### src/rtl/scard_pkg.sv
package scard_pkg;

   localparam logic [1:0] ADDR_DATA = 2'd0;
   localparam logic [1:0] ADDR_CTRL = 2'd1;
   localparam logic [1:0] ADDR_DIV  = 2'd2;
   localparam logic [1:0] ADDR_STAT = 2'd3;

   localparam int ST_BUF_EMPTY = 0;
   localparam int ST_REG_EMPTY = 1;
   localparam int ST_RX_DONE   = 2;
   localparam int ST_PAR_ERR   = 3;
   localparam int ST_ERR_SIG   = 4;
   localparam int ST_TX_IRQ    = 5;
   localparam int ST_RX_IRQ    = 6;
   localparam int ST_BITS      = 7;

   typedef struct packed {
      logic [1:0] clk_sel;
      logic       cause_done;
      logic       odd_par;
      logic       rx_en;
      logic       tx_en;
   } ctrl_t;

endpackage

### src/rtl/scard_baud.sv
module scard_baud #(
   parameter int DIV_W = 8,
   parameter int PRE_1 = 1,
   parameter int PRE_2 = 8,
   parameter int PRE_3 = 32
) (
   input  logic             clk,
   input  logic             rst_n,
   input  logic [1:0]       clk_sel,
   input  logic [DIV_W-1:0] divisor,
   output logic             sub_tick
);
   localparam int PW = $clog2(PRE_3);

   generate
      if (PRE_1 < 1 || PRE_2 <= PRE_1 || PRE_3 <= PRE_2)
         $error("scard_baud: prescales must rise strictly from at least 1");
      if (DIV_W < 1)
         $error("scard_baud: DIV_W must be positive");
   endgenerate

   logic [PW-1:0]    pre_cnt, lim_m1;
   logic [DIV_W-1:0] div_cnt;
   logic             cnt_tick;

   always_comb begin
      case (clk_sel)
         2'd0:    lim_m1 = PW'(PRE_1 - 1);
         2'd1:    lim_m1 = PW'(PRE_2 - 1);
         default: lim_m1 = PW'(PRE_3 - 1);
      endcase
   end

   assign cnt_tick = (pre_cnt >= lim_m1);
   assign sub_tick = cnt_tick && (div_cnt >= divisor);

   always_ff @(posedge clk or negedge rst_n) begin
      if (!rst_n) begin
         pre_cnt <= '0;
         div_cnt <= '0;
      end else begin
         pre_cnt <= cnt_tick ? '0 : pre_cnt + 1'b1;
         if (cnt_tick)
            div_cnt <= (div_cnt >= divisor) ? '0 : div_cnt + 1'b1;
      end
   end

   // the divider only advances on a prescaled count
   a_r1_div_on_count: assert property (@(posedge clk) disable iff (!rst_n)
      !cnt_tick |=> $stable(div_cnt));

endmodule

### src/rtl/scard_tx.sv
module scard_tx #(
   parameter int DATA_W = 8,
   parameter int OVS    = 16
) (
   input  logic              clk,
   input  logic              rst_n,
   input  logic              sub_tick,
   input  logic              tx_en,
   input  logic              odd_par,
   input  logic              wr_buf,
   input  logic [DATA_W-1:0] wdata,
   input  logic              line_in,
   output logic              tx_line,
   output logic              buf_empty,
   output logic              reg_empty,
   output logic              load,
   output logic              done,
   output logic              err_seen
);
   localparam int NB    = DATA_W + 3;
   localparam int IDX_W = $clog2(NB);
   localparam int SUB_W = $clog2(OVS);

   generate
      if (OVS < 4 || (OVS & (OVS - 1)) != 0)
         $error("scard_tx: OVS must be a power of two, at least 4");
   endgenerate

   logic [DATA_W-1:0] buf_q;
   logic              buf_full, busy;
   logic [NB-1:0]     shreg;
   logic [IDX_W-1:0]  idx;
   logic [SUB_W-1:0]  sub;
   logic              last_sub, in_stop;

   assign last_sub  = (sub == SUB_W'(OVS - 1));
   assign in_stop   = (idx == IDX_W'(NB - 1));
   assign load      = !busy && buf_full && tx_en && sub_tick;
   assign done      = busy && sub_tick && last_sub && in_stop;
   assign err_seen  = busy && sub_tick && in_stop && (sub == SUB_W'(OVS / 2)) && !line_in;
   assign tx_line   = busy ? shreg[0] : 1'b1;
   assign buf_empty = !buf_full;
   assign reg_empty = !busy;

   always_ff @(posedge clk or negedge rst_n) begin
      if (!rst_n) begin
         buf_q    <= '0;
         buf_full <= 1'b0;
         busy     <= 1'b0;
         shreg    <= '1;
         idx      <= '0;
         sub      <= '0;
      end else begin
         if (wr_buf) begin
            buf_q    <= wdata;
            buf_full <= 1'b1;
         end else if (load) begin
            buf_full <= 1'b0;
         end
         if (load) begin
            shreg <= {1'b1, (^buf_q) ^ odd_par, buf_q, 1'b0};
            busy  <= 1'b1;
            idx   <= '0;
            sub   <= '0;
         end else if (busy && sub_tick) begin
            sub <= sub + 1'b1;
            if (last_sub) begin
               if (in_stop) begin
                  busy <= 1'b0;
               end else begin
                  idx   <= idx + 1'b1;
                  shreg <= {1'b1, shreg[NB-1:1]};
               end
            end
         end
      end
   end

   // every frame opens with a low start bit
   a_r2_start_low: assert property (@(posedge clk) disable iff (!rst_n)
      load |=> !tx_line);
   // the bit position moves only on a sub-bit tick
   a_r1_hold_between_ticks: assert property (@(posedge clk) disable iff (!rst_n)
      (busy && !sub_tick && !load) |=> ($stable(idx) && $stable(sub)));
   // the holding register empties only into a frame in progress
   a_r4_buf_to_shift: assert property (@(posedge clk) disable iff (!rst_n)
      $fell(buf_full) |-> busy);

endmodule

### src/rtl/scard_rx.sv
module scard_rx #(
   parameter int DATA_W = 8,
   parameter int OVS    = 16
) (
   input  logic              clk,
   input  logic              rst_n,
   input  logic              sub_tick,
   input  logic              rx_en,
   input  logic              odd_par,
   input  logic              line_in,
   output logic              drive_low,
   output logic              done,
   output logic [DATA_W-1:0] data,
   output logic              par_bad
);
   localparam int NB    = DATA_W + 3;
   localparam int IDX_W = $clog2(NB);
   localparam int SUB_W = $clog2(OVS);
   localparam int MID   = OVS / 2 - 1;

   logic             active;
   logic [IDX_W-1:0] idx;
   logic [SUB_W-1:0] sub;
   logic             last_sub, at_mid, in_stop;

   assign last_sub = (sub == SUB_W'(OVS - 1));
   assign at_mid   = (sub == SUB_W'(MID));
   assign in_stop  = (idx == IDX_W'(NB - 1));
   assign done     = active && sub_tick && last_sub && in_stop;

   always_ff @(posedge clk or negedge rst_n) begin
      if (!rst_n) begin
         active    <= 1'b0;
         idx       <= '0;
         sub       <= '0;
         data      <= '0;
         par_bad   <= 1'b0;
         drive_low <= 1'b0;
      end else if (!active) begin
         if (sub_tick && rx_en && !line_in) begin
            active  <= 1'b1;
            idx     <= '0;
            sub     <= SUB_W'(1);
            par_bad <= 1'b0;
         end
      end else if (sub_tick) begin
         sub <= sub + 1'b1;
         if (at_mid) begin
            if (idx == '0) begin
               if (line_in) active <= 1'b0;
            end else if (idx <= IDX_W'(DATA_W)) begin
               data <= {line_in, data[DATA_W-1:1]};
            end else if (idx == IDX_W'(DATA_W + 1)) begin
               par_bad <= line_in ^ (^data) ^ odd_par;
            end
         end
         if (last_sub) begin
            if (in_stop) begin
               active    <= 1'b0;
               drive_low <= 1'b0;
            end else begin
               idx <= idx + 1'b1;
               if (idx == IDX_W'(DATA_W + 1)) drive_low <= par_bad;
            end
         end
      end
   end

   // the error drive starts only for a frame whose parity failed
   a_r8_drive_on_error: assert property (@(posedge clk) disable iff (!rst_n)
      $rose(drive_low) |-> par_bad);
   // the error drive never outlasts its frame
   a_r8_drive_in_frame: assert property (@(posedge clk) disable iff (!rst_n)
      drive_low |-> active);

endmodule

### src/rtl/scard_uart.sv
module scard_uart #(
   parameter int HOST_W = 8,
   parameter int DATA_W = 8,
   parameter int DIV_W  = 8,
   parameter int OVS    = 16
) (
   input  logic              clk,
   input  logic              rst_n,
   input  logic              host_wr,
   input  logic              host_rd,
   input  logic [1:0]        host_addr,
   input  logic [HOST_W-1:0] host_wdata,
   output logic [HOST_W-1:0] host_rdata,
   input  logic              tx_irq_ack,
   input  logic              rx_irq_ack,
   input  logic              line_in,
   output logic              line_out,
   output logic              tx_irq,
   output logic              rx_irq
);
   import scard_pkg::*;

   generate
      if (HOST_W < ST_BITS || DATA_W > HOST_W || DIV_W > HOST_W)
         $error("scard_uart: host width too narrow for registers");
   endgenerate

   ctrl_t             cfg;
   logic [DIV_W-1:0]  divisor;
   logic [DATA_W-1:0] rx_buf, rx_data;
   logic              rx_done, par_err, err_sig;
   logic              sub_tick, tx_line, buf_empty, reg_empty;
   logic              tx_load, tx_done, tx_err, drive_low, rx_fin, rx_bad;
   logic              wr_data, wr_stat, rd_data, tx_set;
   logic [ST_BITS-1:0] status;

   assign wr_data = host_wr && (host_addr == ADDR_DATA);
   assign wr_stat = host_wr && (host_addr == ADDR_STAT);
   assign rd_data = host_rd && (host_addr == ADDR_DATA);
   assign tx_set  = cfg.cause_done ? tx_done : tx_load;

   scard_baud #(.DIV_W(DIV_W)) u_baud (
      .clk(clk), .rst_n(rst_n), .clk_sel(cfg.clk_sel),
      .divisor(divisor), .sub_tick(sub_tick));

   scard_tx #(.DATA_W(DATA_W), .OVS(OVS)) u_tx (
      .clk(clk), .rst_n(rst_n), .sub_tick(sub_tick), .tx_en(cfg.tx_en),
      .odd_par(cfg.odd_par), .wr_buf(wr_data), .wdata(host_wdata[DATA_W-1:0]),
      .line_in(line_in), .tx_line(tx_line), .buf_empty(buf_empty),
      .reg_empty(reg_empty), .load(tx_load), .done(tx_done), .err_seen(tx_err));

   scard_rx #(.DATA_W(DATA_W), .OVS(OVS)) u_rx (
      .clk(clk), .rst_n(rst_n), .sub_tick(sub_tick), .rx_en(cfg.rx_en),
      .odd_par(cfg.odd_par), .line_in(line_in), .drive_low(drive_low),
      .done(rx_fin), .data(rx_data), .par_bad(rx_bad));

   assign line_out = tx_line & ~drive_low;

   always_ff @(posedge clk or negedge rst_n) begin
      if (!rst_n) begin
         cfg     <= '0;
         divisor <= '0;
         rx_buf  <= '0;
         rx_done <= 1'b0;
         par_err <= 1'b0;
         err_sig <= 1'b0;
         tx_irq  <= 1'b0;
         rx_irq  <= 1'b0;
      end else begin
         if (host_wr && host_addr == ADDR_CTRL) cfg     <= ctrl_t'(host_wdata[5:0]);
         if (host_wr && host_addr == ADDR_DIV)  divisor <= host_wdata[DIV_W-1:0];
         if (rx_fin) rx_buf <= rx_data;
         rx_done <= rx_fin | (rx_done & ~rd_data);
         par_err <= (rx_fin & rx_bad) | (par_err & ~(wr_stat & host_wdata[ST_PAR_ERR]));
         err_sig <= tx_err | (err_sig & ~(wr_stat & host_wdata[ST_ERR_SIG]));
         tx_irq  <= tx_set | (tx_irq & ~(tx_irq_ack | (wr_stat & host_wdata[ST_TX_IRQ])));
         rx_irq  <= rx_fin | (rx_irq & ~(rx_irq_ack | (wr_stat & host_wdata[ST_RX_IRQ])));
      end
   end

   always_comb begin
      status = '0;
      status[ST_BUF_EMPTY] = buf_empty;
      status[ST_REG_EMPTY] = reg_empty;
      status[ST_RX_DONE]   = rx_done;
      status[ST_PAR_ERR]   = par_err;
      status[ST_ERR_SIG]   = err_sig;
      status[ST_TX_IRQ]    = tx_irq;
      status[ST_RX_IRQ]    = rx_irq;
      case (host_addr)
         ADDR_DATA: host_rdata = HOST_W'(rx_buf);
         ADDR_CTRL: host_rdata = HOST_W'(cfg);
         ADDR_DIV:  host_rdata = HOST_W'(divisor);
         default:   host_rdata = HOST_W'(status);
      endcase
   end

   // reading the byte consumes the receive-complete flag
   a_r7_read_clears: assert property (@(posedge clk) disable iff (!rst_n)
      (rd_data && !rx_fin) |=> !rx_done);
   // buffer-empty cause raises the request at the move into the shift register
   a_r5_cause_empty: assert property (@(posedge clk) disable iff (!rst_n)
      (tx_load && !cfg.cause_done) |=> tx_irq);
   // an acknowledge drops the request unless a new cause arrives
   a_r10_ack_clears: assert property (@(posedge clk) disable iff (!rst_n)
      (tx_irq_ack && !tx_set) |=> !tx_irq);

endmodule

### config.mk
export PLATFORM = sky130hd
export DESIGN_NAME = scard_uart
export DESIGN_NICKNAME = d
export VERILOG_FILES = /design/src/rtl/scard_pkg.sv /design/src/rtl/scard_baud.sv /design/src/rtl/scard_tx.sv /design/src/rtl/scard_rx.sv /design/src/rtl/scard_uart.sv
export SDC_FILE = /design/constraint.sdc
export NUM_CORES = 1
export LEC_CHECK = 0
export BUFFER_PORTS_ARGS = -buffer_cell sky130_fd_sc_hd__buf_4
export CAP_MARGIN = 20
export CORE_MARGIN = 10
export CORE_UTILIZATION = 30
export DETAILED_ROUTE_END_ITERATION = 7
export PLACE_DENSITY = 0.54
export SETUP_SLACK_MARGIN = 0.05
export SYNTH_ARGS = -nofsm -noshare
export SYNTH_HDL_FRONTEND = slang
export SYNTH_HIERARCHICAL = 1
export SYNTH_SLANG_ARGS = --single-unit
### constraint.sdc
create_clock -name clk -period 4.71 [get_ports clk]
set_clock_uncertainty 0.2 [all_clocks]
set_input_delay 0.942 -clock clk [delete_from_list [all_inputs] [get_ports clk]]
set_output_delay 0.942 -clock clk [all_outputs]
set_load 0.01 [all_outputs]
Word-level counts from Yosys, hierarchy flattened
Index checks and enable logic that the tools add are counted.
Operators by class
  add/sub/neg operators: 6
  magnitude comparators: 3
  eq/ne operators: 19
  multiplexer cells: 47
  bitwise operators: 28
  reduce and logical (&&, ||, !) cells: 41
Operators with widths (count)
  4-bit 2-to-1 mux: 14
  11-bit 2-to-1 mux: 4
  1-bit 2-to-1 mux: 25
  4-bit == test (second input constant): 6
  8-bit case mux with 3 select lines: 1
  1-bit logical AND: 20
  4-bit by 1-bit adder with 4-bit output (second input constant): 4
  8-bit parity: 2
  2-bit inequality test (second input constant): 7
  2-bit nonzero test: 6
  1-bit AND: 11
  5-bit case mux with 2 select lines: 1
  8-bit by 1-bit adder with 8-bit output (second input constant): 1
  8-bit greater-or-equal comparator: 1
  8-bit 2-to-1 mux: 1
  4-bit AND reduction: 2
  1-bit inverter: 7
  1-bit OR: 7
  3-bit AND reduction: 2
  6-bit AND reduction: 1
  5-bit by 1-bit adder with 5-bit output (second input constant): 1
  5-bit greater-or-equal comparator: 1
  5-bit 2-to-1 mux: 1
  5-bit AND reduction: 1
  other kinds (10): 17
Storage, ports and cells
  register bits after elaboration: 88
  input bits: 17
  output and inout bits: 11
  word-level logic and storage cells: 170

Logic depth before layout (Yosys ltp)
Gate-level depths: netlist of the first run.
  word-level depth: 9
  mapped depth: 14
  depth with buffers taken out: 11

By module
The synthesis of the first run kept the hierarchy.
By module, submodules not included
  scard_tx: times used 1, cells an instance 132, area each 1372.6 sq um, sequential area each 713.2 sq um
  scard_uart: times used 1, cells an instance 83, area each 1323.8 sq um, sequential area each 675.6 sq um
  scard_rx: times used 1, cells an instance 99, area each 1124.8 sq um, sequential area each 475.5 sq um
  scard_baud: times used 1, cells an instance 98, area each 952.2 sq um, sequential area each 325.3 sq um

Worst setup path after synthesis of the first run
OpenSTA, ideal clock, no wires.
  path type: register to register
  from: register cfg[4] (netlist bit)
  to: register rx_buf[0]
  setup time: 125 ps
  arrival: 2726 ps
  required time: 4385 ps
  slack: 1659 ps
  stages on the path, launching flop included: 14
  buffers on the path: 3
  clock period less this slack: 3051 ps
  cell sequence: dfrtp_1 nor2_2 inv_1 ha_1 nand2b_1 a221oi_1 o21ai_2 buf_2 and2_1 buf_4 nand2_2 nor4_1 buf_2 mux2_2
On the way
  word-level cells in the longest chain between the ends: 7
  elaborated cells on any way between the ends: 8
  classes of those cells: order compare: 1; eq/ne: 1; mux: 1; reduce/logical: 5
Ends and longest elaborated chain
  from (decl): RTL line scard_uart.sv:28  | ctrl_t cfg;
  from (signal assigned): RTL line scard_uart.sv:70  | if (host_wr && host_addr == ADDR_CTRL) cfg <= ctrl_t'(host_wdata[5:0]);
  2-bit by 1-bit == test with 1-bit output or 2-bit logical NOT (tied branches): RTL line scard_baud.sv:27  | case (clk_sel)
  5-bit case mux with 2 select lines *: RTL line scard_baud.sv:27
  5-bit greater-or-equal comparator *: RTL line scard_baud.sv:34  | assign cnt_tick = (pre_cnt >= lim_m1);
  1-bit logical AND *: RTL line scard_baud.sv:35  | assign sub_tick = cnt_tick && (div_cnt >= divisor);
  via sub_tick: RTL line scard_uart.sv:32  | logic sub_tick, tx_line, buf_empty, reg_empty;
  1-bit logical AND * (3 in series): RTL line scard_rx.sv:29  | assign done = active && sub_tick && last_sub && in_stop;
  via rx_fin: RTL line scard_uart.sv:33  | logic tx_load, tx_done, tx_err, drive_low, rx_fin, rx_bad;
  to (signal assigned): RTL line scard_uart.sv:72  | if (rx_fin) rx_buf <= rx_data;
  to (decl): RTL line scard_uart.sv:30  | logic [DATA_W-1:0] rx_buf, rx_data;
Mark *: on every way through the listed nets, which the timed path passes. The rest lies on a longest branch.
A chain may end at the register's enable or synchronous reset.

Worst setup path in the final report of the first run
  from: register cfg[4] (netlist bit)
  to: register u_tx.shreg[3]
On the way
  word-level cells in the longest chain between the ends: 7
  elaborated cells on any way between the ends: 12
  classes of those cells: order compare: 1; eq/ne: 2; mux: 2; reduce/logical: 7
Ends and longest elaborated chain
  2-bit by 1-bit == test with 1-bit output or 2-bit logical NOT (tied branches): RTL line scard_baud.sv:27
  5-bit case mux with 2 select lines *: RTL line scard_baud.sv:27
  5-bit greater-or-equal comparator *: RTL line scard_baud.sv:34
  1-bit logical AND *: RTL line scard_baud.sv:35
  via sub_tick: RTL line scard_uart.sv:32
  1-bit logical AND *: RTL line scard_tx.sv:38  | assign load = !busy && buf_full && tx_en && sub_tick;
  via tx_load: RTL line scard_uart.sv:33
  2-bit inequality test (no source line) or 2-bit nonzero test (tied branches)
  3-bit AND reduction (no source line)
  to (signal assigned): RTL line scard_tx.sv:61  | shreg <= {1'b1, (^buf_q) ^ odd_par, buf_q, 1'b0};
  to (signal assigned): RTL line scard_tx.sv:72  | shreg <= {1'b1, shreg[NB-1:1]};
  to (decl): RTL line scard_tx.sv:31  | logic [NB-1:0] shreg;
Marked as above.

==> results.toml, run 1 <==
[global_routing]
grt_usage_pct = 9.76
antenna_found_initial = 0
grt_pass1_wl_mm = 17.2
grt_pass1_vias = 3188
grt_max_degree = 69
gr-total-overflow = 0

[setup_path]
required_ns = 4.77
cp-end-kind = "flop"
r2r_start = "cfg[4]"
path_cells = "nor2_2, inv_1, ha_1, nand2b_1, a221oi_1, o21ai_2, and2_1, nand4_1, inv_2, a21oi_1, a21oi_1"
cpPeakStageDelay_ns = 0.53
critical-path-slowest-cell = "o21ai_2"
r2r_slack_ns = 1.06
startpoint_type = "flop"
path_class = "reg2reg"
worstPathArrival_ns = 3.71
crit_path_max_fanout = 17
r2r-end = "u_tx/shreg[3]"
reg2regPathDepth = 11
critPathTopFamily = "simple AND/OR/NAND/NOR gates"
cp_common_cell = "a21oi_1"
cp_num_buf_inv = 2

[yosys]
ys_types = 65
synthTopCellsByArea = "dfrtp_1 40%, mux2_2 7.3%, ha_1 6.0%, dfstp_2 5.5%, mux4_1 3.3%"
ys_async_sr_fraction_pct = 100
yosys_most_used_dff = "dfrtp_1"
synth_edf_count = 0
synth_area_per_cell_sq_um = 11.6
syn_area_sq_mm = 0.00477
yosysTopAreaCell = "dfrtp_1"
synth_warnings = 6
ys_seq_elements = 87
yosysSeqAreaShare_pct = 45.9
mappedNetlistNets = 452
synth_cells = 412
synth.top_cell.area_share_pct = 40.4

[timing]
max_freq_mhz = 274
period_needed_ns = 3.65
tightest_slew_ns = 0.875
hold_viol = 0
setup_viol = 0
timing.slew.headroom_pct = 41.7
rsz0062_at_grt = "false"
fin_crit_sh_pct = 77.5
setup_tns_ns = 0
drv_slew = 0

[clocking]
insertion_delay_ns = 0.34
path_clk_slew_ns = 0.07
cts_tree = "built"
ctsResizeCount = 0
root_buffer = "clkbuf_16"
postCtsSetupBuffers = 0
hold_buffers = 0
cts_inserted_buffers = 9
cts_buffer_depth = 2
cts_sinks = 87
htreeDepth = 3

[power_and_ir_drop]
power_density_mw_per_mm2 = 424
power_leakage_nw = 2.55
irDropWorstVdd_uv = 177

[detailed_routing]
drt_wl_total_mm = 10.1
ant_nets = 0
dr_total_vias = 3155
drc = 0
dr.pass1.iters = 5
drtIter0Drc = 138
post_drt_wl_per_cell_microns = 15.4
via_per_inst = 4.79

[final_layout]
diodes = 0
fin_nets = 478
drive_above_1_share_pct = 25.7
area_growth_pct = 14.8
final_core_util_pct = 34.9

[placement]
gp_congestion = 0.802
numPortBuffers = 27
post-dp-hpwl_mm = 7.42

[die]
initial_utilization_pct = 30.4
ios = 28
core_sq_mm = 0.0157
die_x_microns = 146
die_h_microns = 146
row_count = 46
fp.dieArea_sq_mm = 0.0214

[min_path]
hold_class = "reg2reg"
hold_start = "u_tx/shreg[1]"
hold_path_depth = 2
holdPathEnd = "u_tx/shreg[1]"

[status]
status = "complete, no violations"

[flow_run]
maxCapViolations = 0
## cell type report
cell class / instances / area, sq um
clock buffer: 11 / 243
clock inverter: 5 / 81.3
fill: 1551 / 10200
inverter: 26 / 97.6
multi-input combinational: 284 / 2370
sequential: 87 / 2190
tap: 216 / 270
timing repair buffer: 30 / 225
## state kept, by name (all words and copies together) (netlist names), 5 cells and up
name            flops
u_tx/shreg         10
divisor             8
rx_buf              8
u_baud/div_cnt      8
u_rx/data           8
u_tx/buf_q          8
cfg                 6
u_baud/pre_cnt      5
## report_power, final
part           total [mW]  internal (mW)  switching (mW)
Clock               0.769          0.479           0.290
Combinational       0.551          0.285           0.266
Sequential           1.00          0.876           0.128
## synthesized netlist by cell type (3+ instances only)
| library cell | count |
|---|---|
| mux4_1 | 6 |
| nand4_1 | 7 |
| nand3b_1 | 3 |
| nor2b_1 | 8 |
| and2_1 | 3 |
| ha_1 | 23 |
| and3_1 | 5 |
| buf_6 | 3 |
| buf_2 | 4 |
| mux2_2 | 31 |
| inv_1 | 25 |
| mux2_4 | 8 |
| a21oi_2 | 3 |
| nor2_1 | 26 |
| nand2b_1 | 7 |
| dfstp_2 | 10 |
| xnor2_1 | 16 |
| o21ai_1 | 5 |
| mux2i_1 | 6 |
| dfrtp_1 | 77 |
| buf_4 | 5 |
| nor3_1 | 4 |
| nand3_1 | 12 |
| xor2_1 | 9 |
| a21o_1 | 7 |
| o22ai_1 | 3 |
| a22o_1 | 7 |
| o21ai_0 | 7 |
| nand2_1 | 21 |
| a21oi_1 | 20 |
## worst reg2reg max path: stages (launching register included)
cell and delay (ns):
dfrtp_1 0.40, nor2_2 0.20, inv_1 0.07, ha_1 0.26, nand2b_1 0.09, a221oi_1 0.08
o21ai_2 0.53, and2_1 0.53, nand4_1 0.51, inv_2 0.44, a21oi_1 0.09, a21oi_1 0.17
## routing by layer
layer  routed length (microns)  vias up  global-route usage, %
met5                         0        -                      0
met2                      4760       43                   15.2
li1                          -     1509                      -
met3                       279        7                   2.13
met4                       112        0                   3.30
met1                      4970     1596                   13.1
## cells in the final DEF (no fill, tap or decap), drive strengths merged, types with 2 or more instances in the layout
cell type,count
nor2b,9
and3,6
xor2,9
dfstp,10
nand4,7
mux4,6
o22ai,3
a21o,7
dfrtp,77
a22o,7
o211ai,2
nand2b,7
xnor2,16
nand3b,5
clkbuf,11
clkinv,2
nand2,23
mux2i,6
inv,26
xnor3,2
ha,23
mux2,39
bufinv,2
buf,30
and2,3
nor3,4
nor2,28
o31ai,3
a21oi,24
nand3,13
o21ai,13
## stage by stage
stage	setup slack (ns)	area [sq um]	hold WS [ns]	std cells	total power [mW]
final	1.06	5480	0.269	659	2.32
after global routing	0.668	5480	0.284	659	2.48
after CTS	1.08	5480	0.268	659	2.36
after detailed placement	1.09	5160	0.259	643	1.57
after global placement	1.27	5160	0.255	643	1.55
after floorplan	1.66	4770	0.242	412	1.42
## how the worst max path moves through the flow
stage	startpoint	to	slack [ns]	cells past startpoint
finish	cfg[4]	u_tx/shreg[3]	1.06	11
global route	cfg[4]	u_tx/shreg[3]	0.67	11
CTS	cfg[4]	tx_irq	1.08	11
detailed placement	cfg[4]	u_tx/shreg[3]	1.09	11
global placement	cfg[4]	u_tx/shreg[3]	1.27	11
floorplan	cfg[4]	rx_buf[0]	1.66	13
## cell families after synthesis
family / Yosys count / synth area share (%)
xor gates and xnor gates: 27 / 5.53
adders and majority gates: 23 / 6.03
buffers and inverters: 41 / 4.53
muxes: 51 / 14.4
AOI/OAI and AO/OA: 66 / 9.52
and+or+nand+nor: 117 / 14.1
DFF: 87 / 45.9
No activity file was read; power rests on OpenSTA's default activity.
==> run 2, diff against run 1 <==
--- a/config.mk
+++ b/config.mk
@@ -5,6 +5,7 @@
 export SDC_FILE = /design/constraint.sdc
 export NUM_CORES = 1
 export LEC_CHECK = 0
+export ABC_AREA = 1
 export BUFFER_PORTS_ARGS = -buffer_cell sky130_fd_sc_hd__buf_4
 export CAP_MARGIN = 20
 export CORE_MARGIN = 10
==> constraint.sdc (replaced) <==
create_clock -name clk -period 3.4 [get_ports clk]
set_clock_uncertainty 0.2 [all_clocks]
set_input_delay 0.68 -clock clk [delete_from_list [all_inputs] [get_ports clk]]
set_output_delay 0.68 -clock clk [all_outputs]
set_load 0.01 [all_outputs]
==> run 2 against run 1 <==
Effect of this change: register-to-register slack got worse by 0.60 ns; via count rose by 26%; sequential cell count did not move; routed wire length rose by 12%; highest routed layer unchanged; largest power group unchanged; non-clock buffer count rose by 2; largest cell class unchanged; clock-buffer cell count fell by 1.
==> results.toml, run 2 <==
[status]
status = "complete, no violations"

[power_and_ir_drop]
power_leakage_nw = 2.89
power.share.clock_pct = 31.0
combPwrFrac_pct = 27.6
total_power_mw = 3.48
irDropWorstVdd_uv = 402
intPower_mw = 2.29
power_switching_mw = 1.19
seq_power_share_pct = 41.4
swShare_pct = 34.2
power_density_mw_per_mm2 = 605

[final_layout]
final.fill_count = 1781
area_growth_pct = 14.8
largest_reg_flops = 10
diodes = 0
fin_nets = 719
drive_above_1_share_pct = 15.6
largest_register = "u_tx/shreg"
layout_common_cells = "215 x nand2_1, 78 x inv_1, 77 x dfrtp_1, 53 x nand3_1, 48 x nor2_1"
final_common_cell = "nand2_1"

[clocking]
hold_buffers = 0
ctsResizeCount = 0
cts_buffer_depth = 2
cts_inserted_buffers = 9
insertion_delay_ns = 0.35
cts_sinks = 87
cts_tree = "built"
postCtsSetupBuffers = 0
path_clk_slew_ns = 0.07
htreeDepth = 3
root_buffer = "clkbuf_16"

[timing]
hold_viol = 0
tightest_slew_ns = 0.497
fin_crit_sh_pct = 86.5
period_needed_ns = 2.94
timing.slew.headroom_pct = 66.9
drv_slew = 0
rsz0062_at_grt = "false"
setup_tns_ns = 0
max_freq_mhz = 340
fin_ws_ns = 0.458
setup_viol = 0

[yosys]
yosysSeqAreaShare_pct = 43.7
synth_warnings = 6
yosysTopAreaCell = "dfrtp_1"
synth_common_cells = "215 x nand2_1, 78 x inv_1, 77 x dfrtp_1, 53 x nand3_1, 48 x nor2_1"
synthTopCellsByArea = "dfrtp_1 38%, nand2_1 16%, inv_1 5.8%, ha_1 5.7%, nand3_1 5.3%"
mappedNetlistNets = 687
ys_async_sr_fraction_pct = 100
yosysMostFrequentCell = "nand2_1"
synth.top_cell.area_share_pct = 38.5
syn_area_sq_mm = 0.00501
yosys_most_used_dff = "dfrtp_1"
synth_area_per_cell_sq_um = 7.74
ys_seq_elements = 87
synth_cells = 647
synth_edf_count = 0
ys_types = 40

[setup_path]
cp_common_cell = "nand2_1"
startpoint_type = "flop"
r2r_start = "cfg[5]"
r2r-end = "rx_buf[5]"
cp-end-kind = "flop"
path_cells = "nor2_2, inv_1, ha_1, inv_1, nand2_1, nand2_1, nand3_1, nand2_1, nand2_2, nand2_4, a21boi_0, buf_4, nand2_2, nor3_1, clkinv_1, nand2_1, nand2_1"
cp-endpoint = "rx_buf[5]"
reg2regPathDepth = 17
crit_path_max_fanout = 10
crit_start = "cfg[5]"
cp.depth = 17
required_ns = 3.44
r2r_slack_ns = 0.46
worstPathArrival_ns = 2.99
critical-path-slowest-cell = "dfrtp_1"
critPathTopFamily = "simple AND/OR/NAND/NOR gates"
path_class = "reg2reg"
cpPeakStageDelay_ns = 0.43
cp_num_buf_inv = 4

[detailed_routing]
post_drt_wl_per_cell_microns = 12.6
ant_nets = 0
drt_wl_total_mm = 11.4
dr_total_vias = 3979
via_per_inst = 4.40
dr.pass1.iters = 4
drc = 0
drtIter0Drc = 195

[die]
ios = 28
die_h_microns = 149
core_sq_mm = 0.0165
die_x_microns = 149
initial_utilization_pct = 30.4
fp.dieArea_sq_mm = 0.0223
row_count = 47

[placement]
post-place-ws_ns = 0.412
post-dp-hpwl_mm = 8.56
numPortBuffers = 27
gp_congestion = 0.814

[global_routing]
grt_pass1_wl_mm = 19.6
grt_pass1_vias = 3854
grt_max_degree = 39
grt_usage_pct = 11.0
gr-total-overflow = 0
antenna_found_initial = 0

[min_path]
hold_class = "in2async"

[flow_run]
maxCapViolations = 0
[run 2: per-layer routing]
metal | wire length (microns) | track usage (%)
met5 | 0 | 0
met1 | 5620 | 14.2
met3 | 402 | 3.46
met4 | 54 | 2.65
met2 | 5300 | 17.5
[run 2: power groups by stage]
stage	sequential, mW	combinational, mW	clock (mW)
floorplan	1.40	0.768	0
global placement	1.46	0.964	0
detailed placement	1.45	0.973	0
CTS	1.44	0.981	1.12
global route	1.47	1.14	1.16
finish	1.44	0.959	1.08
[run 2: worst reg2reg max path: stages, from the launching register on]
cell	delay, ns
dfrtp_1	0.43
nor2_2	0.16
inv_1	0.06
ha_1	0.27
inv_1	0.04
nand2_1	0.04
nand2_1	0.04
nand3_1	0.05
nand2_1	0.06
nand2_2	0.07
nand2_4	0.10
a21boi_0	0.19
buf_4	0.20
nand2_2	0.12
nor3_1	0.31
clkinv_1	0.30
nand2_1	0.13
nand2_1	0.05
[run 2: cell type report]
class | instances | area (sq um) | share of cell area, %
multi-input cells | 462 | 2390 | 41.7
flip-flops and latches | 87 | 2190 | 38.1
inverters | 87 | 327 | 5.68
well taps | 220 | 275 | 4.79
repair buffers | 32 | 240 | 4.18
clock buffers | 10 | 239 | 4.16
clock inverters | 6 | 83.8 | 1.46
[run 2: worst min-delay path by stage]
stage / startpoint / endpoint / slack, ns
after global routing: rst_n / par_err / 0.12
final: rst_n / rx_buf[0] / 0.09
after global placement: par_err / par_err / 0.26
after detailed placement: rx_buf[3] / rx_buf[3] / 0.26
after floorplan: rst_n / cfg[0] / 0.18
after CTS: rst_n / par_err / 0.11
[run 2: cells by family (layout without fill, tap and decap cells)]
kind of cell,Yosys count,after routing,share of synthesized area (%)
AND/OR/NAND/NOR,366,366,32.3
AO/OA/AOI/OAI,56,56,6.72
multiplexers,2,2,0.450
adder cells (fa/ha/maj),23,23,5.75
flip-flops,87,87,43.7
XOR/XNOR,15,15,2.62
buffers and inverters,98,135,8.45
[run 2: stage by stage]
stage          hold slack, ns  utilization, %  cells  area [sq um]
3_3_place_gp            0.260            33.0    888          5430
5_1_grt                 0.123            34.9    904          5750
4_1_cts                 0.110            34.9    904          5750
3_5_place_dp            0.260            33.0    888          5430
2_1_floorplan           0.184               -    647          5010
6_report               0.0943            34.9    904          5750
==> run 3, diff against run 2 <==
--- a/config.mk
+++ b/config.mk
@@ -8,12 +8,11 @@
 export ABC_AREA = 1
 export BUFFER_PORTS_ARGS = -buffer_cell sky130_fd_sc_hd__buf_4
 export CAP_MARGIN = 20
-export CORE_MARGIN = 10
+export CORE_MARGIN = 2
 export CORE_UTILIZATION = 30
 export DETAILED_ROUTE_END_ITERATION = 7
 export PLACE_DENSITY = 0.54
-export SETUP_SLACK_MARGIN = 0.05
+export SETUP_SLACK_MARGIN = 0.2
 export SYNTH_ARGS = -nofsm -noshare
 export SYNTH_HDL_FRONTEND = slang
-export SYNTH_HIERARCHICAL = 1
 export SYNTH_SLANG_ARGS = --single-unit
==> run 3 against run 2 <==
Effect of this change: design area down 2.9%; core utilization up 0.23 points; area after synthesis down 2.8%.
==> results.toml, run 3 <==
[timing]
rsz0062_at_grt = "false"
max_freq_mhz = 381
tightest_slew_ns = 0.669
fin_crit_sh_pct = 77.2
fin_ws_ns = 0.774
hold_viol = 0
timing.slew.headroom_pct = 55.1
setup_tns_ns = 0
drv_slew = 0
setup_viol = 0
period_needed_ns = 2.63

[setup_path]
reg2regPathDepth = 16
cp-end-kind = "flop"
required_ns = 3.43
worstPathArrival_ns = 2.65
path_class = "reg2reg"
startpoint_type = "flop"
crit_path_max_fanout = 27
crit_start = "cfg[5]"
r2r_start = "cfg[5]"

[global_routing]
use_met3_pct = 2.58
use_met1_pct = 18.5
grt_use_met2_pct = 22.3
grt_pass1_vias = 3974
grt_max_degree = 50
grt_usage_pct = 13.9
antenna_found_initial = 0
gr-total-overflow = 0
busiest_layer = "met2"
grt_pass1_wl_mm = 19.5

[clocking]
root_buffer = "clkbuf_16"
cts_sinks = 87
htreeDepth = 3
cts_buffer_depth = 2
insertion_delay_ns = 0.34
ctsResizeCount = 0
hold_buffers = 0
postCtsSetupBuffers = 0
cts_inserted_buffers = 9
path_clk_slew_ns = 0.06
cts_tree = "built"

[yosys]
yosys_most_used_dff = "dfrtp_1"
ys_async_sr_fraction_pct = 100
yosysMostFrequentCell = "nand2_1"
mappedNetlistNets = 649
synth_warnings = 0
synthTopCellsByArea = "dfrtp_1 40%, nand2_1 16%, ha_1 5.9%, dfstp_2 5.4%, inv_1 5.4%"
synth.top_cell.area_share_pct = 39.6
ys_seq_elements = 87
synth_common_cells = "203 x nand2_1, 77 x dfrtp_1, 70 x inv_1, 47 x nand3_1, 42 x o21ai_0"
yosysSeqAreaShare_pct = 45.0
yosysTopAreaCell = "dfrtp_1"
synth_cells = 609
ys_types = 37
synth_area_per_cell_sq_um = 7.99
syn_area_sq_mm = 0.00487
synth_edf_count = 0

[detailed_routing]
dr_total_vias = 3999
dr.pass1.iters = 5
drt_wl_total_mm = 11.4
ant_nets = 0
via_per_inst = 4.66
post_drt_wl_per_cell_microns = 13.2
drc = 0
drtIter0Drc = 333

[final_layout]
drive_above_1_share_pct = 10.3
largest_register = "u_tx.shreg"
fin_nets = 678
final.fill_count = 1671
final_common_cell = "nand2_1"
layout_common_cells = "203 x nand2_1, 77 x dfrtp_1, 70 x inv_1, 47 x nand3_1, 42 x o21ai_0"
diodes = 0
area_growth_pct = 14.7
largest_reg_flops = 10

[flow_run]
maxCapViolations = 0

[status]
status = "complete, no violations"

[die]
die_x_microns = 131
core_sq_mm = 0.0159
initial_utilization_pct = 30.6
row_count = 46
ios = 28
fp.dieArea_sq_mm = 0.0173
die_h_microns = 131

[placement]
post-dp-hpwl_mm = 8.60
numPortBuffers = 27
gp_congestion = 0.830
post-place-ws_ns = 0.756

[power_and_ir_drop]
irDropWorstVdd_uv = 273
power_density_mw_per_mm2 = 578
power_leakage_nw = 2.83

[min_path]
hold_class = "in2async"
-- run 3: cell count changes in the layout (fill, tap and decap cells not counted), moves of 6 or more --
cell and change:
o21ai_2 -6, inv_2 -6, nand2_2 -15, inv_1 -8, nand2_1 -12, nor2_1 -19, o21ai_0 +17, nand3_1 -6
xor2_1 +9
-- run 3: logic make-up after synthesis --
kind of cell,share of synthesized area (%)
simple gates,28.2
buf+inv,7.23
compound gates,8.61
xor+xnor,5.04
flops,45.0
fa+ha+maj,5.91
-- run 3: final cells by class --
class / count / area (sq um) / share of cell area [%]
Multi-Input combinational cell: 437 / 2320 / 41.6
Sequential cell: 87 / 2190 / 39.2
Tap cell: 216 / 270 / 4.84
Inverter: 71 / 267 / 4.77
Clock buffer: 12 / 246 / 4.42
Timing Repair Buffer: 32 / 240 / 4.30
Clock inverter: 4 / 45.0 / 0.807
-- run 3: power breakdown --
part	internal (mW)	leakage (nW)	switching [mW]
clock network	0.586	0.146	0.390
registers	1.19	1.11	0.175
logic	0.322	1.58	0.558
total	2.10	2.83	1.12
-- run 3: final timing paths --
check | to | slack (ns)
setup reg to reg | u_rx.data[0] | 0.77
min in group clk | rx_buf[5] | 0.28
max in group asynchronous | u_tx.shreg[4] | 2.06
hold reg to reg | rx_buf[5] | 0.28
hold / removal | rx_buf[4] | 0.17
setup / recovery | u_rx.data[0] | 0.77
-- run 3: routing by layer --
metal,routed length [microns],share of wire [%],up-vias
met2,5150,45,77
met1,5570,49,1872
met3,436,3.8,18
li1,-,-,2032
met4,227,2.0,0
met5,0,0,-
-- run 3: metrics by stage --
step                      utilization (%)  cells  hold WS [ns]  total power [mW]  instance area [sq um]
after floorplan                         -    609         0.184              2.02                   4870
after global placement               33.3    843         0.266              2.23                   5290
after detailed placement             33.3    843         0.275              2.28                   5290
after CTS                            35.1    859         0.187              3.27                   5580
after global routing                 35.1    859         0.221              3.48                   5580
final                                35.1    859         0.173              3.23                   5580
-- run 3: critical path, stage by stage (launching register included) --
cell and delay [ns]:
dfrtp_1 0.40, nor2_2 0.18, inv_1 0.06, ha_1 0.26, inv_1 0.04, nand2_1 0.06, nand2_1 0.06, nand3_1 0.07
nand2_1 0.06, nand2_1 0.07, nand2_2 0.09, nand2_8 0.18, nand3_4 0.17, inv_2 0.21, nand2_1 0.21, nand2_1 0.13
nand2_1 0.05
